File: src/rtl/poll_pkg.sv
package poll_pkg;

  typedef enum logic [1:0] {
    SRC_ARRAY = 2'd0,
    SRC_POLL  = 2'd1,
    SRC_IDENT = 2'd2
  } rd_src_e;

  // A running operation hides everything else; identification comes next.
  function automatic rd_src_e pick_source(input logic busy, input logic id_mode);
    if (busy)         return SRC_POLL;
    else if (id_mode) return SRC_IDENT;
    else              return SRC_ARRAY;
  endfunction

endpackage

File: src/rtl/psr_edge_detect.sv
module psr_edge_detect (
  input  logic clk,
  input  logic rst_n,
  input  logic level_in,
  output logic rise
);
  logic level_q;

  always_ff @(posedge clk or negedge rst_n) begin
    if (!rst_n) level_q <= 1'b0;
    else        level_q <= level_in;
  end

  assign rise = level_in & ~level_q;
endmodule

File: src/rtl/psr_toggle_reg.sv
module psr_toggle_reg (
  input  logic clk,
  input  logic rst_n,
  input  logic advance,
  output logic tog_next
);
  logic tog_q;

  assign tog_next = advance ? ~tog_q : tog_q;

  // Never cleared by operation boundaries: only reset touches it.
  always_ff @(posedge clk or negedge rst_n) begin
    if (!rst_n) tog_q <= 1'b0;
    else        tog_q <= tog_next;
  end
endmodule

File: src/rtl/psr_ident_rom.sv
module psr_ident_rom #(
  parameter int          DATA_W   = 16,
  parameter int          ADDR_W   = 18,
  parameter int          LOCK_BIT = 0,
  parameter logic [7:0]  MFR_CODE = 8'h1F,
  parameter logic [7:0]  DEV_CODE = 8'h92
) (
  input  logic [ADDR_W-1:0] addr,
  input  logic              boot_locked,
  output logic [DATA_W-1:0] id_word
);
  localparam logic [ADDR_W-1:0] MFR_ADDR  = ADDR_W'(0);
  localparam logic [ADDR_W-1:0] DEV_ADDR  = ADDR_W'(1);
  localparam logic [ADDR_W-1:0] LOCK_ADDR = ADDR_W'(2);

  always_comb begin
    id_word = '0;
    if (addr == MFR_ADDR)       id_word = DATA_W'(MFR_CODE);
    else if (addr == DEV_ADDR)  id_word = DATA_W'(DEV_CODE);
    else if (addr == LOCK_ADDR) id_word[LOCK_BIT] = boot_locked;
  end
endmodule

File: src/rtl/psr_word_mux.sv
module psr_word_mux
  import poll_pkg::*;
#(
  parameter int DATA_W   = 16,
  parameter int POLL_BIT = 7,
  parameter int TOG_BIT  = 6
) (
  input  rd_src_e           src,
  input  logic              op_is_erase,
  input  logic              ref_poll_bit,
  input  logic              tog,
  input  logic [DATA_W-1:0] id_word,
  input  logic [DATA_W-1:0] array_data,
  output logic [DATA_W-1:0] word_out
);
  logic [DATA_W-1:0] poll_word;

  for (genvar b = 0; b < DATA_W; b++) begin : g_bit
    if (b == POLL_BIT) begin : g_poll
      assign poll_word[b] = op_is_erase ? 1'b0 : ~ref_poll_bit;
    end else if (b == TOG_BIT) begin : g_tog
      assign poll_word[b] = tog;
    end else begin : g_zero
      assign poll_word[b] = 1'b0;
    end
  end

  always_comb begin
    unique case (src)
      SRC_POLL:  word_out = poll_word;
      SRC_IDENT: word_out = id_word;
      default:   word_out = array_data;
    endcase
  end
endmodule

File: src/rtl/poll_status_reporter.sv
module poll_status_reporter
  import poll_pkg::*;
#(
  parameter int          DATA_W   = 16,
  parameter int          ADDR_W   = 18,
  parameter int          POLL_BIT = 7,
  parameter int          TOG_BIT  = 6,
  parameter int          LOCK_BIT = 0,
  parameter logic [7:0]  MFR_CODE = 8'h1F,
  parameter logic [7:0]  DEV_CODE = 8'h92
) (
  input  logic              clk,
  input  logic              rst_n,
  input  logic              busy,
  input  logic              op_is_erase,
  input  logic [DATA_W-1:0] last_word,
  input  logic              rd_strobe,
  input  logic [ADDR_W-1:0] rd_addr,
  input  logic              id_mode,
  input  logic              boot_locked,
  input  logic [DATA_W-1:0] array_data,
  output logic [DATA_W-1:0] rd_word
);
  logic              strobe_rise;
  logic              tog_next;
  logic [DATA_W-1:0] id_word;
  logic [DATA_W-1:0] next_word;
  rd_src_e           src;
  logic              unused_word_bits;

  // Only the poll bit of the programmed word is reported.
  assign unused_word_bits = ^last_word;

  psr_edge_detect u_edge (
    .clk      (clk),
    .rst_n    (rst_n),
    .level_in (rd_strobe),
    .rise     (strobe_rise)
  );

  psr_toggle_reg u_tog (
    .clk      (clk),
    .rst_n    (rst_n),
    .advance  (strobe_rise & busy),
    .tog_next (tog_next)
  );

  psr_ident_rom #(
    .DATA_W   (DATA_W),
    .ADDR_W   (ADDR_W),
    .LOCK_BIT (LOCK_BIT),
    .MFR_CODE (MFR_CODE),
    .DEV_CODE (DEV_CODE)
  ) u_rom (
    .addr        (rd_addr),
    .boot_locked (boot_locked),
    .id_word     (id_word)
  );

  assign src = pick_source(busy, id_mode);

  psr_word_mux #(
    .DATA_W   (DATA_W),
    .POLL_BIT (POLL_BIT),
    .TOG_BIT  (TOG_BIT)
  ) u_mux (
    .src          (src),
    .op_is_erase  (op_is_erase),
    .ref_poll_bit (last_word[POLL_BIT]),
    .tog          (tog_next),
    .id_word      (id_word),
    .array_data   (array_data),
    .word_out     (next_word)
  );

  always_ff @(posedge clk or negedge rst_n) begin
    if (!rst_n) rd_word <= '0;
    else        rd_word <= next_word;
  end
endmodule

File: config.mk
export PLATFORM = sky130hd
export DESIGN_NAME = poll_status_reporter
export DESIGN_NICKNAME = d
export VERILOG_FILES = /design/src/rtl/poll_pkg.sv /design/src/rtl/psr_edge_detect.sv /design/src/rtl/psr_toggle_reg.sv /design/src/rtl/psr_ident_rom.sv /design/src/rtl/psr_word_mux.sv /design/src/rtl/poll_status_reporter.sv
export SDC_FILE = /design/constraint.sdc
export NUM_CORES = 1
export LEC_CHECK = 0
export ABC_AREA = 1
export BUFFER_PORTS_ARGS = -buffer_cell sky130_fd_sc_hd__buf_2
export CAP_MARGIN = 5
export CORE_AREA = 4 4 54 56
export DETAILED_ROUTE_END_ITERATION = 10
export DIE_AREA = 0 0 58 60
export GPL_ROUTABILITY_DRIVEN = 0
export PLACE_DENSITY = 0.81
export SYNTH_ARGS = -nofsm -noshare
export SYNTH_HDL_FRONTEND = slang
export SYNTH_HIERARCHICAL = 1
export SYNTH_SLANG_ARGS = --single-unit
export TNS_END_PERCENT = 30
File: constraint.sdc
create_clock -name clk -period 2.07 [get_ports clk]
set_clock_uncertainty 0.15 [all_clocks]
set_input_delay 0.1035 -clock clk [delete_from_list [all_inputs] [get_ports clk]]
set_output_delay 0.1035 -clock clk [all_outputs]
set_load 0.02 [all_outputs]
Word-level counts from Yosys, hierarchy flattened
Cells that the tools add are included.

Divide/modulo/power cells: 0. Multiply operators: 0. Add/subtract/negate cells: 0. Shift-type cells: 0. Magnitude comparators: 0. Equality and inequality tests: 4. Bitwise operators: 5. Mux-type cells: 9. Reduce and logical (&&, ||, !) cells: 1.

Operator list (count): $pmux 16 s2 (1); $eq 18x1->1 const B (1); $eq 18x2->1 const B (1); $logic_not 18->1 (1); $mux 16 (1); $mux 7 (1); $mux 1 (4); $mux 2 (2); $not 1->1 (3); $and 1x1->1 (2); $eq 2x1->1 const B (1); $eq 2x2->1 const B (1).

Bits of input ports: 57. Word-level logic and storage cells: 22. Memories: 0. Bits in latches: 0. Bits in registers: 18. RAM bits: 0. Output and inout bits: 16. ROM bits: 0.

Depth between registers and ports, before layout
Depth after elaboration: 5. Mapped depth: 9. Depth with buffers taken out: 9.

Cells and area by module
Netlist, hierarchy kept.

By module, submodules not included: poll_status_reporter (sequential area each 400.4 um2, times used 1, area an instance 415.4 um2, cells each 20); psr_word_mux (sequential area each 0.0 um2, times used 1, area an instance 300.3 um2, cells each 63); psr_ident_rom (sequential area each 0.0 um2, times used 1, area an instance 192.7 um2, cells each 37); psr_toggle_reg (sequential area each 25.0 um2, times used 1, area an instance 43.8 um2, cells each 6); psr_edge_detect (sequential area each 25.0 um2, times used 1, area an instance 35.0 um2, cells each 3).

Worst setup path before layout
OpenSTA, ideal clock, no wires.

Path type: input to register. Start point: input port id_mode. End point: register rd_word[2]. Path buffers: 2. Setup time: 0.065 ns. Arrival time: 0.962 ns. Stages on the path: 8. Required time: 1.855 ns. Path slack: 0.893 ns. Path through: inv_1 -> nor2_1 -> ha_1 -> buf_6 -> nor2_8 -> buf_8 -> nand2_1 -> nand2_1.

Word-level cells in the longest chain between the ends: 4. Elaborated cells between the ends (all ways): 5. Those cells by class: eq/ne (2); mux (3).

Ends and longest elaborated chain: start, declared (RTL line poll_status_reporter.sv:19) `input logic id_mode,`; $mux 2 (*) (RTL line poll_pkg.sv:12) `else if (id_mode) return SRC_IDENT;`; $mux 2 (*) (RTL line poll_pkg.sv:11) `if (busy) return SRC_POLL;`; net src[1] (RTL line poll_status_reporter.sv:28) `rd_src_e src;`; $eq 2x2->1 or $eq 2x1->1 (tied branches) (RTL line psr_word_mux.sv:29) `unique case (src)`; $pmux 16 s2 (*) (RTL line psr_word_mux.sv:29); net next_word[2] (RTL line poll_status_reporter.sv:27) `logic [DATA_W-1:0] next_word;`; end signal, assigned (RTL line poll_status_reporter.sv:78) `else rd_word <= next_word;`; end, declared (RTL line poll_status_reporter.sv:22) `output logic [DATA_W-1:0] rd_word`.

The timed path passes the listed nets; every way through them passes the cells marked *.

Worst setup path in the final report
Start point: input port id_mode. End point: register rd_word[7].

The elaborated chain is that of the path after synthesis.

==> reports/qor.txt <==
status - finished clean
Max Root-Sink Buffers - 2
synthesis-to-layout area growth - 48.5%
Comb pwr share - 26.3%
slew of the pin with the lowest slew margin - 703 ps
CP arrival - 1900 ps
sequential share of power - 47.8%
largest net degree at the start of global routing - 20
crit path kind - primary input to register
IO buf count - 57
core area - 2430 µm²
final-stage net count - 265
required time of the worst setup path - 2090 ps
Worst R2R End - rd_word[6]$_DFF_PN0_
relative max-transition margin - 53.1%
Antenna Violating Nets Remaining - 0
root buffer cell - clkbuf_4
CTS clock-pin slew for the worst setup and hold paths - 110 ps
Max VDD drop - 365 µV
Power Internal - 0.589 mW
most common cell in the netlist - nand2_1
clk sink count - 18
Post-synth EDFFs - 0
synthesized area - 987 µm²
reg-to-reg setup timing slack - 910 ps
overall power - 0.823 mW
height of the die - 60 µm
Synth Register Bits - 18
Clock Latency Late Sink - 280 ps
WL per Instance - 10.1 µm
Die Wd - 58 µm
Reg2Reg Depth - 8
Total GRT Usage - 14.2%
post-synth cell types - 14
fill cell count - 227
vias - 947
largest cells by area after synthesis - dfrtp_1 (46%), nand2_1 (21%), buf_4 (9.9%)
vias per std cell - 4.03
Final WS setup - 188 ps
Seq. cell area - 450 µm²
switching part of the total - 28.5%
Seq/Total Area, Yosys - 45.6%
Site Rows - 18
area of the die - 3480 µm²
crit path from - id_mode
fraction of layout instances using a drive strength above 1 - 32.7%
most common library cells after synthesis - nand2_1 (55), dfrtp_1 (18), nor2_1 (15), buf_4 (13), inv_1 (12)
Setup-failing EPs final - 0
Initial Util - 40.6%
H-tree Lvls - 1
Place WS - 432 ps
Ys Warns - 6
hold crit path type - primary input to register
Clock power frac - 25.9%
CP endpoint - rd_word[7]$_DFF_PN0_
first-pass GRT wire length - 3.79 mm
Final min period - 1880 ps
Post-synth top flop - dfrtp_1
top fanout value on the critical path - 19
Ant. Diodes - 0
DP HPWL - 1.64 mm
Multi-input gate area - 402 µm²
syn_area_per_cell - 7.65 µm²
pwr dens - 561 nW/µm²
DRT iter0 DRCs - 21
# DRC - 0
TNS Setup - 0 ps
CTS tree - yes
initial antenna violation count - 0
Hold Fails Final Rpt - 0
Mapped Cells - 129
Max Fclk - 531 MHz
asr flop ratio synth - 100%
max-slew violation count - 0
I/O pins - 73
max cap viols - 0
WL final - 2.36 mm
RSZ-0062 raised after global routing - no
CP endpoint kind - register
RR Startpoint - u_edge/level_q$_DFF_PN0_
grt ovf - 0
P_sw - 0.234 mW
vias in the first global route - 931
crit start category - primary input
crit share post-route - 90.9%
Synth area leader - dfrtp_1
DRT Pass-1 Iters - 4
reported leakage power - 0.880 nW
Num CTS Buffers - 3
Synth top area share - 45.6%
-- per-stage QoR --
stage	instances	area, µm²	hold WS (ps)	util [%]
6_report	235	1470	21.6	60.3
5_1_grt	235	1470	40.8	60.3
4_1_cts	235	1470	17.7	60.3
3_5_place_dp	210	1220	-105	50.2
3_3_place_gp	210	1220	-96.8	50.2
2_1_floorplan	138	1020	-342	-
-- repair_timing --
action | 4_1_cts | 5_1_grt
hold buffers | 21 | 0
endpoints found under the hold margin | 35 | 0
buffers inserted | 0 | 0
gates resized for setup | 0 | 0
-- sequential cells by signal, summed over array words and instances, names as in the netlist --
name / cells
rd_word: 16
u_edge/level_q: 1
u_tog/tog_q: 1
-- worst max-delay path, cell delays in order --
cell	delay, ps
buf_2	100
inv_1	40
nor2_1	50
ha_1	740
inv_1	140
nand3_1	100
nand3_1	70
dlygate4sd3_1	560
-- kinds of logic (layout without fill, tap and decap cells) --
| logic type | Yosys count | after routing | synth area share (%) |
|---|---|---|---|
| AND/OR/NAND/NOR | 80 | 80 | 33.8 |
| buffers and inverters | 27 | 94 | 17.1 |
| flip-flops | 18 | 18 | 45.6 |
| adder cells (fa/ha/maj) | 2 | 2 | 2.53 |
| other | 1 | 10 | 0.380 |
| AO/OA/AOI/OAI | 1 | 1 | 0.506 |
-- how the worst min path moves through the flow --
stage	slack (ps)	startpoint	to	cells past startpoint
2_1_floorplan	-340	rst_n	rd_word[0]$_DFF_PN0_	0
3_3_place_gp	-100	rst_n	rd_word[15]$_DFF_PN0_	1
3_5_place_dp	-110	rst_n	rd_word[8]$_DFF_PN0_	1
4_1_cts	20	rd_addr[0]	rd_word[3]$_DFF_PN0_	6
5_1_grt	40	rd_addr[0]	rd_word[0]$_DFF_PN0_	6
6_report	20	rd_addr[0]	rd_word[2]$_DFF_PN0_	6
-- final cells by class --
type                            count  share of cell area [%]
Timing Repair Buffer               78                    33.8
Inverter                           12                    3.07
Sequential cell                    18                    30.7
Clock buffer                        4                    2.47
Multi-Input combinational cell     93                    27.4
Tap cell                           30                    2.56
-- metal layers --
layer	GRT usage, %	share of wire, %	vias up
li1	-	-	510
met1	15.2	37	392
met2	29.7	54	45
met3	2.16	9.4	0
met4	0.993	0	0
met5	0	0	-
-- power groups by stage --
stage | registers [mW] | logic (mW) | clock network [mW]
global route | 0.397 | 0.243 | 0.233
finish | 0.394 | 0.217 | 0.213
detailed placement | 0.401 | 0.183 | 0
global placement | 0.399 | 0.180 | 0
floorplan | 0.437 | 0.0830 | 0
CTS | 0.393 | 0.216 | 0.215
-- layout by cell type, fill, tap and decap left out, drive strengths merged --
cell / instances
buf: 57
clkbuf: 4
conb: 10
dfrtp: 18
dlygate4sd3: 21
ha: 2
inv: 12
nand2: 57
nand3: 4
nor2: 19
o21ai: 1
No activity file was read; power rests on OpenSTA's default activity.
